File: src/rtl/gcd_pkg.sv
package gcd_pkg;
  localparam int unsigned DEFAULT_WIDTH = 8;
  localparam int unsigned NUM_TOKENS    = 2;
  typedef enum logic {TOK_A = 1'b0, TOK_B = 1'b1} tok_idx_e;
endpackage

File: src/rtl/gcd_sort_actor.sv
module gcd_sort_actor #(
  parameter int unsigned WIDTH = gcd_pkg::DEFAULT_WIDTH
) (
  input  logic [WIDTH-1:0] x_i,
  input  logic [WIDTH-1:0] y_i,
  output logic [WIDTH-1:0] hi_o,
  output logic [WIDTH-1:0] lo_o
);
  logic x_gt;
  assign x_gt = x_i > y_i;
  assign hi_o = x_gt ? x_i : y_i;
  assign lo_o = x_gt ? y_i : x_i;
endmodule

File: src/rtl/gcd_diff_actor.sv
module gcd_diff_actor #(
  parameter int unsigned WIDTH = gcd_pkg::DEFAULT_WIDTH
) (
  input  logic [WIDTH-1:0] hi_i,
  input  logic [WIDTH-1:0] lo_i,
  output logic [WIDTH-1:0] first_o,
  output logic [WIDTH-1:0] second_o
);
  // equal inputs pass through, giving a fixed point
  assign first_o  = (hi_i != lo_i) ? hi_i - lo_i : hi_i;
  assign second_o = lo_i;
endmodule

File: src/rtl/gcd_token_reg.sv
module gcd_token_reg #(
  parameter int unsigned WIDTH = gcd_pkg::DEFAULT_WIDTH
) (
  input  logic             clk_i,
  input  logic             rst_ni,
  input  logic             load_i,
  input  logic [WIDTH-1:0] seed_i,
  input  logic [WIDTH-1:0] next_i,
  output logic [WIDTH-1:0] q_o
);
  always_ff @(posedge clk_i or negedge rst_ni) begin
    if (!rst_ni)     q_o <= '0;
    else if (load_i) q_o <= seed_i;
    else             q_o <= next_i;
  end
endmodule

File: src/rtl/gcd_dataflow.sv
module gcd_dataflow #(
  parameter int unsigned WIDTH = gcd_pkg::DEFAULT_WIDTH
) (
  input  logic             clk_i,
  input  logic             rst_ni,
  input  logic             start_i,
  input  logic [WIDTH-1:0] a_i,
  input  logic [WIDTH-1:0] b_i,
  output logic             done_o,
  output logic [WIDTH-1:0] result_o
);
  import gcd_pkg::*;

  logic [NUM_TOKENS-1:0][WIDTH-1:0] tok_q, tok_next, tok_seed;
  logic [WIDTH-1:0] sort_hi, sort_lo;
  logic [WIDTH-1:0] tok_a, tok_b;

  assign tok_seed[TOK_A] = a_i;
  assign tok_seed[TOK_B] = b_i;

  gcd_sort_actor #(.WIDTH(WIDTH)) u_sort (
    .x_i (tok_q[TOK_A]),
    .y_i (tok_q[TOK_B]),
    .hi_o(sort_hi),
    .lo_o(sort_lo)
  );

  gcd_diff_actor #(.WIDTH(WIDTH)) u_diff (
    .hi_i    (sort_hi),
    .lo_i    (sort_lo),
    .first_o (tok_next[TOK_A]),
    .second_o(tok_next[TOK_B])
  );

  for (genvar t = 0; t < NUM_TOKENS; t++) begin : g_tok
    gcd_token_reg #(.WIDTH(WIDTH)) u_reg (
      .clk_i (clk_i),
      .rst_ni(rst_ni),
      .load_i(start_i),
      .seed_i(tok_seed[t]),
      .next_i(tok_next[t]),
      .q_o   (tok_q[t])
    );
  end

  assign tok_a    = tok_q[TOK_A];
  assign tok_b    = tok_q[TOK_B];
  assign done_o   = tok_a == tok_b;
  assign result_o = tok_a;
endmodule

File: config.mk
export PLATFORM = sky130hd
export DESIGN_NAME = gcd_dataflow
export DESIGN_NICKNAME = d
export VERILOG_FILES = /design/src/rtl/gcd_pkg.sv /design/src/rtl/gcd_sort_actor.sv /design/src/rtl/gcd_diff_actor.sv /design/src/rtl/gcd_token_reg.sv /design/src/rtl/gcd_dataflow.sv
export SDC_FILE = /design/constraint.sdc
export NUM_CORES = 1
export LEC_CHECK = 0
export ABC_AREA = 1
export ABC_CLOCK_PERIOD_IN_PS = 3100
export BUFFER_PORTS_ARGS = -buffer_cell sky130_fd_sc_hd__buf_4
export CORE_AREA = 2 2 60 62
export CTS_CLUSTER_DIAMETER = 30
export CTS_CLUSTER_SIZE = 14
export DETAILED_ROUTE_END_ITERATION = 8
export DIE_AREA = 0 0 62 64
export HOLD_SLACK_MARGIN = 0.15
export PLACE_DENSITY_LB_ADDON = 0.15
export REMOVE_ABC_BUFFERS = 1
export SETUP_SLACK_MARGIN = 0.15
export SYNTH_ARGS = -nofsm -noshare
export SYNTH_HDL_FRONTEND = slang
export SYNTH_HIERARCHICAL = 1
export SYNTH_SLANG_ARGS = --single-unit
export TNS_END_PERCENT = 20
File: constraint.sdc
create_clock -name clk_i -period 3.1 [get_ports clk_i]
set_input_delay 0 -clock clk_i [delete_from_list [all_inputs] [get_ports clk_i]]
set_output_delay 0 -clock clk_i [all_outputs]
set_load 0.1 [all_outputs]
==> flow_metrics.tcl, run 1 <==
set metrics [dict create \
    worstSetupStartpointType "flop" \
    h-tree-depth 1 \
    worstHoldStart "start_i" \
    cts-root-buf "clkbuf_4" \
    grt_pass1_vias 1856 \
    ff2ff_path_depth 19 \
    slowest_delay_ns 0.42 \
    grt_overflow_total 0 \
    die_area_sq_mm 0.003968 \
    n_fill_cell 171 \
    report.final.slew_viol_count 0 \
    end_kind "flop" \
    cp_cell_sequence "inv_1, ha_1, nand2_1, inv_2, nand2_1, nand2_2, nand2_4, nand2_8, buf_4, nand3_1, nand2_2, inv_1, ha_1, nand2_1, nor2_4, nand3_4, o21a_1, nand2_1, nand2_1" \
    holdPathEnd "g_tok[0].u_reg/q_o[0]" \
    clk_pin_slew_worst_paths_ns 0.10 \
    crit_fanout 8 \
    grt_max_degree 19 \
    yosysWarnings 6 \
    cap_violations 0 \
    ys_ff_latch 16 \
    ant_nets 0 \
    avgSynthCellArea_sq_um 6.277 \
    critical_path_arrival_ns 3.16 \
    post-route-util 0.8552 \
    grt_util_all_layers 0.2815 \
    reg.largest.list "g_tok.u_reg/q_o (16)" \
    die_h_microns 64 \
    diodes 0 \
    cts.sink_count 16 \
    worstMarginPinSlew_ns 0.7600 \
    die_width_microns 62 \
    hold_violations 0 \
    drtPass1Iterations 8 \
    synth_area_sq_mm 0.001852 \
    crit_type "reg2reg" \
    nNetsFinal 417 \
    io_pins 28 \
    design_area_sq_mm 0.002809 \
    fmax_ghz 0.3333 \
    hold_depth 4 \
    rsz0062_at_grt "yes" \
    gp_congestion 0.8817 \
    most-common-layout-cells "nand2_1, buf_4, inv_1" \
    rrSetupSlack_ns 0.1 \
    yosysUniqueCellTypes 26 \
    largest_reg_flops 16 \
    initial_core_util 0.5638 \
    num_vias 2387 \
    rr_startpoint "g_tok[1].u_reg/q_o[3]" \
    final_common_cell "nand2_1" \
    antenna_found_initial 0 \
    drive_gt1_frac 0.3255 \
    min_path_type "in2reg" \
    clock-skew-final_ns 0.003721 \
    largest-register "g_tok.u_reg/q_o" \
    syn_to_final_growth_pct 51.69 \
    cts_tree "yes" \
    clk_latency_ns 0.28 \
    seq_area_sq_um 405.4 \
    hold_slack_ns 0.1975 \
    core_area_sq_mm 0.003284 \
    crit_top_cell "nand2_1" \
    final_critical_path_setup_slack_ns 0.09998 \
    drt_iter0_drc 328 \
    viasPerCell 5.590 \
    setup_viol 0 \
    pre_cts_ws_ns 0.1165 \
    required_ns 3.26 \
    slew_headroom 0.4917 \
    finalCriticalPeriod_ns 3.000 \
    grt_pass1_wl_mm 8.487 \
    status "finished clean" \
    timing.rr.end "g_tok[0].u_reg/q_o[4]" \
    drt_wl_total_mm 7.219 \
    rows 21 \
    seq_area_frac_synth 0.2162 \
    synth_cells 295 \
    multi_input_area_sq_mm 0.001358 \
    slowest_stage "dfrtp_1" \
    numPortBuffers 27 \
    post-route-period-util 0.9677 \
    routedWlPerCell_microns 16.91 \
    place_hpwl_mm 3.232 \
    drc_errors 0 \
    cts_buffer_depth 2 \
    place_area_sq_mm 0.002053 \
    cts_buffers 3 \
]
[cell usage after synthesis]
library cell  instances  share of area
buf_2                 1         0.0027
ha_1                 15           0.10
buf_4                 9          0.036
buf_6                 3          0.018
nand3b_1              4          0.016
inv_2                 3         0.0061
inv_1                42          0.085
nand2_1             115           0.23
nand4_4               1          0.011
a21o_1                1         0.0041
nand3_1              23          0.062
nand2_2              22          0.074
dfrtp_1              16           0.22
nor2_2                1         0.0034
o21ai_1               1         0.0027
o21a_1                1         0.0041
nand3_2               1         0.0054
nor2_1               20          0.041
nor2_4                1         0.0061
a21oi_1               7          0.019
buf_12                1          0.011
or2_2                 1         0.0034
nand2_4               2          0.012
fa_1                  1          0.011
xor2_1                1         0.0047
xnor2_1               2         0.0095
[cell families after synthesis]
group	count (synthesis)	share of synthesized area
AND/OR/NAND/NOR	191	0.4682
buffers and inverters	59	0.1595
flip-flops	16	0.2162
XOR/XNOR	3	0.01419
adder cells (fa/ha/maj)	16	0.1122
AO/OA/AOI/OAI	10	0.02973
[worst max-delay path: cells and delay by family (launching register included)]
kind	cells	cell delay [ns]
AO/OA/AOI/OAI	1	0.21
flip-flops	1	0.42
adder cells (fa/ha/maj)	2	0.68
buffers and inverters	4	0.37
AND/OR/NAND/NOR	12	1.19
[metal layers]
metal / track usage / wire length [microns] / vias to the layer above
met5: 0 / 0 / -
met4: 0.09043 / 423 / 0
met3: 0.01012 / 570 / 56
met2: 0.4362 / 3465 / 173
met1: 0.4148 / 2759 / 1091
li1: - / - / 1067
[layout make-up]
class / count / share of cell area
Clock buffer: 4 / 0.01292
Inverter: 45 / 0.06013
Multi-Input combinational cell: 223 / 0.4833
Sequential cell: 16 / 0.1443
Tap cell: 46 / 0.02049
Timing Repair Buffer: 93 / 0.2788
[per-stage QoR]
step	std cells	setup TNS, ns
floorplan	281	-1.382
global placement	363	0
detailed placement	363	0
CTS	401	0
global route	427	-0.2087
finish	427	0
[repair_timing]
item / CTS / global route
pin swaps: 0 / 11
cloned: 0 / 3
setup endpoints to repair: 5 / 8
gates resized for setup: 3 / 32
hold buffers: 34 / 0
endpoints found under the hold margin: 32 / 0
buffers inserted: 0 / 23
[how the worst max path moves through the flow]
stage                                from               endpoint  slack [ns]
floorplan           g_tok[0].u_reg/q_o[7]  g_tok[0].u_reg/q_o[6]       -0.24
detailed placement  g_tok[0].u_reg/q_o[1]  g_tok[0].u_reg/q_o[6]        0.12
CTS                 g_tok[0].u_reg/q_o[1]  g_tok[0].u_reg/q_o[6]        0.17
finish              g_tok[1].u_reg/q_o[3]  g_tok[0].u_reg/q_o[4]         0.1
global route        g_tok[1].u_reg/q_o[3]  g_tok[0].u_reg/q_o[6]       -0.08
global placement    g_tok[0].u_reg/q_o[1]  g_tok[0].u_reg/q_o[6]        0.12
Power of run 1 is left out: the tool's default activity adds up to more than one toggle a clock period on the data nets, which glitch-free logic cannot reach.
==> run 2: changes to the inputs <==
- ABC_CLOCK_PERIOD_IN_PS: 3100 -> 3200
- clock period: 3.1 -> 3.2 ns (I/O delays scaled with it)
==> run 2 against run 1 <==
Hold slack got worse by 0.0099 ns. Global-route usage decreased by 1.0 points. Maximum frequency increased by 1.1%. Flip-flop and latch count is the same. Count of clock-buffer cells in the layout shrank 1. Setup slack gained 0.13 ns. Critical endpoint is now g_tok[0].u_reg/q_o[6]. Non-clock buffer count shrank 8. Cell count decreased by 1.9%. Utilization decreased by 4.2 points. Die area unchanged.
==> flow_metrics.tcl, run 2 (synthesized netlist as in run 1, its figures left out) <==
set metrics [dict create \
    post-route-util 0.8133 \
    rows 21 \
    use_met2 0.4193 \
    drive_gt1_frac 0.2922 \
    core_area_sq_mm 0.003284 \
    largest-register "g_tok.u_reg/q_o" \
    final_common_cell "nand2_1" \
    report.final.slew_viol_count 0 \
    clk_latency_ns 0.30 \
    grt_max_degree 19 \
    cap_violations 0 \
    worstMarginPinSlew_ns 0.7803 \
    syn_to_final_growth_pct 44.26 \
    place_hpwl_mm 3.189 \
    setup_viol 0 \
    end_kind "flop" \
    grt_use_met1 0.3810 \
    most-common-layout-cells "nand2_1, buf_4, inv_1" \
    initial_core_util 0.5638 \
    grt_overflow_total 0 \
    num_vias 2191 \
    die_width_microns 62 \
    worstSetupStartpointType "flop" \
    reg.largest.list "g_tok.u_reg/q_o (16)" \
    timing.rr.end "g_tok[0].u_reg/q_o[6]" \
    required_ns 3.40 \
    cp_cell_sequence "inv_2, ha_4, nand2_1, nor2_4, nand2_4, nand2_8, nand2_8, nand2_1, nand2_1, inv_2, ha_2, inv_2, fa_2, nand2_1, nand2_1, nand3b_1, nand3b_1, nand3_1, nand2_1, nand2_1, nand2_1" \
    routedWlPerCell_microns 14.27 \
    grt_pass1_vias 1887 \
    rsz0062_at_grt "yes" \
    crit_start "g_tok[1].u_reg/q_o[5]" \
    use_met3 0.01822 \
    critical_path_arrival_ns 3.17 \
    hold_violations 0 \
    fmax_ghz 0.3370 \
    fin_tns_setup_ns 0 \
    crit_top_cell "nand2_1" \
    nNetsFinal 410 \
    slew_headroom 0.4781 \
    ant_nets 0 \
    slowest_delay_ns 0.44 \
    diodes 0 \
    crit_type "reg2reg" \
    viasPerCell 5.229 \
    largest_reg_flops 16 \
    grt_util_all_layers 0.2710 \
    cts.sink_count 16 \
    ff2ff_path_depth 21 \
    drt_wl_total_mm 5.978 \
    min_path_type "in2reg" \
    clk_pin_slew_worst_paths_ns 0.10 \
    die_h_microns 64 \
    drtPass1Iterations 5 \
    drc_errors 0 \
    gp_congestion 0.9390 \
    crit_fanout 8 \
    grt.busiest_layer "met2" \
    slowest_stage "dfrtp_1" \
    cts_buffer_depth 2 \
    rrSetupSlack_ns 0.23 \
    status "finished clean" \
    antenna_found_initial 0 \
    numPortBuffers 27 \
    grt_pass1_wl_mm 8.286 \
    cts-root-buf "clkbuf_4" \
    die_area_sq_mm 0.003968 \
    cp-endpoint "g_tok[0].u_reg/q_o[6]" \
    place_area_sq_mm 0.002016 \
    pre_cts_ws_ns 0.1533 \
    h-tree-depth 1 \
    cts_tree "yes" \
    design_area_sq_mm 0.002671 \
    cts_buffers 3 \
    post-route-period-util 0.9273 \
    io_pins 28 \
    final_critical_path_setup_slack_ns 0.2326 \
    finalCriticalPeriod_ns 2.967 \
    clock-skew-final_ns 0.01336 \
    rr_startpoint "g_tok[1].u_reg/q_o[5]" \
    drt_iter0_drc 207 \
]
run 2: cell count changes in the layout (fill, tap and decap cells not counted), moves of 3 or more:
cell,previous run,this run
nand2_1,111,114
ha_1,8,12
nand2_2,25,22
ha_4,6,2
buf_4,59,50
run 2: per-layer routing:
layer | share of wire | vias up
met5 | 0 | -
met4 | 0.032 | 0
met3 | 0.058 | 23
met2 | 0.50 | 116
met1 | 0.41 | 999
li1 | - | 1053
run 2: layout make-up:
| cell class | count | area [sq um] |
|---|---|---|
| multi-input cells | 224 | 1280 |
| clock buffers | 3 | 22.52 |
| repair buffers | 85 | 735.7 |
| inverters | 45 | 168.9 |
| well taps | 46 | 57.56 |
| fillers | 215 | 613.1 |
| flip-flops and latches | 16 | 406.6 |
run 2: how the worst min path moves through the flow:
| stage | start | endpoint | depth (start not counted) |
|---|---|---|---|
| after CTS | start_i | g_tok[1].u_reg/q_o[2] | 4 |
| final | start_i | g_tok[0].u_reg/q_o[6] | 4 |
| after detailed placement | rst_ni | g_tok[1].u_reg/q_o[3] | 1 |
| after floorplan | rst_ni | g_tok[0].u_reg/q_o[0] | 0 |
| after global placement | rst_ni | g_tok[0].u_reg/q_o[3] | 1 |
| after global routing | start_i | g_tok[0].u_reg/q_o[6] | 4 |
run 2: critical path, delay by kind of cell, from the launching register on:
family                     cells  cell delay (ns)
and+or+nand+nor               15             1.43
adders and majority gates      3             0.81
DFF                            1             0.44
buffers and inverters          3             0.19
run 2: stage by stage:
step                hold WS, ns  std cells
finish                   0.1876        419
global route             0.2127        419
CTS                      0.1754        395
detailed placement      -0.1250        358
global placement        -0.1268        358
floorplan               -0.2956        281
run 2: repair_timing:
item / in CTS / in global routing
hold endpoints to repair: 32 / 0
setup endpoints to repair: 1 / 8
resized for setup: 1 / 23
cloned: 0 / 4
pin swaps: 0 / 9
hold buffers: 34 / 0
setup buffers: 0 / 20
Power of run 2 is left out for the same reason.
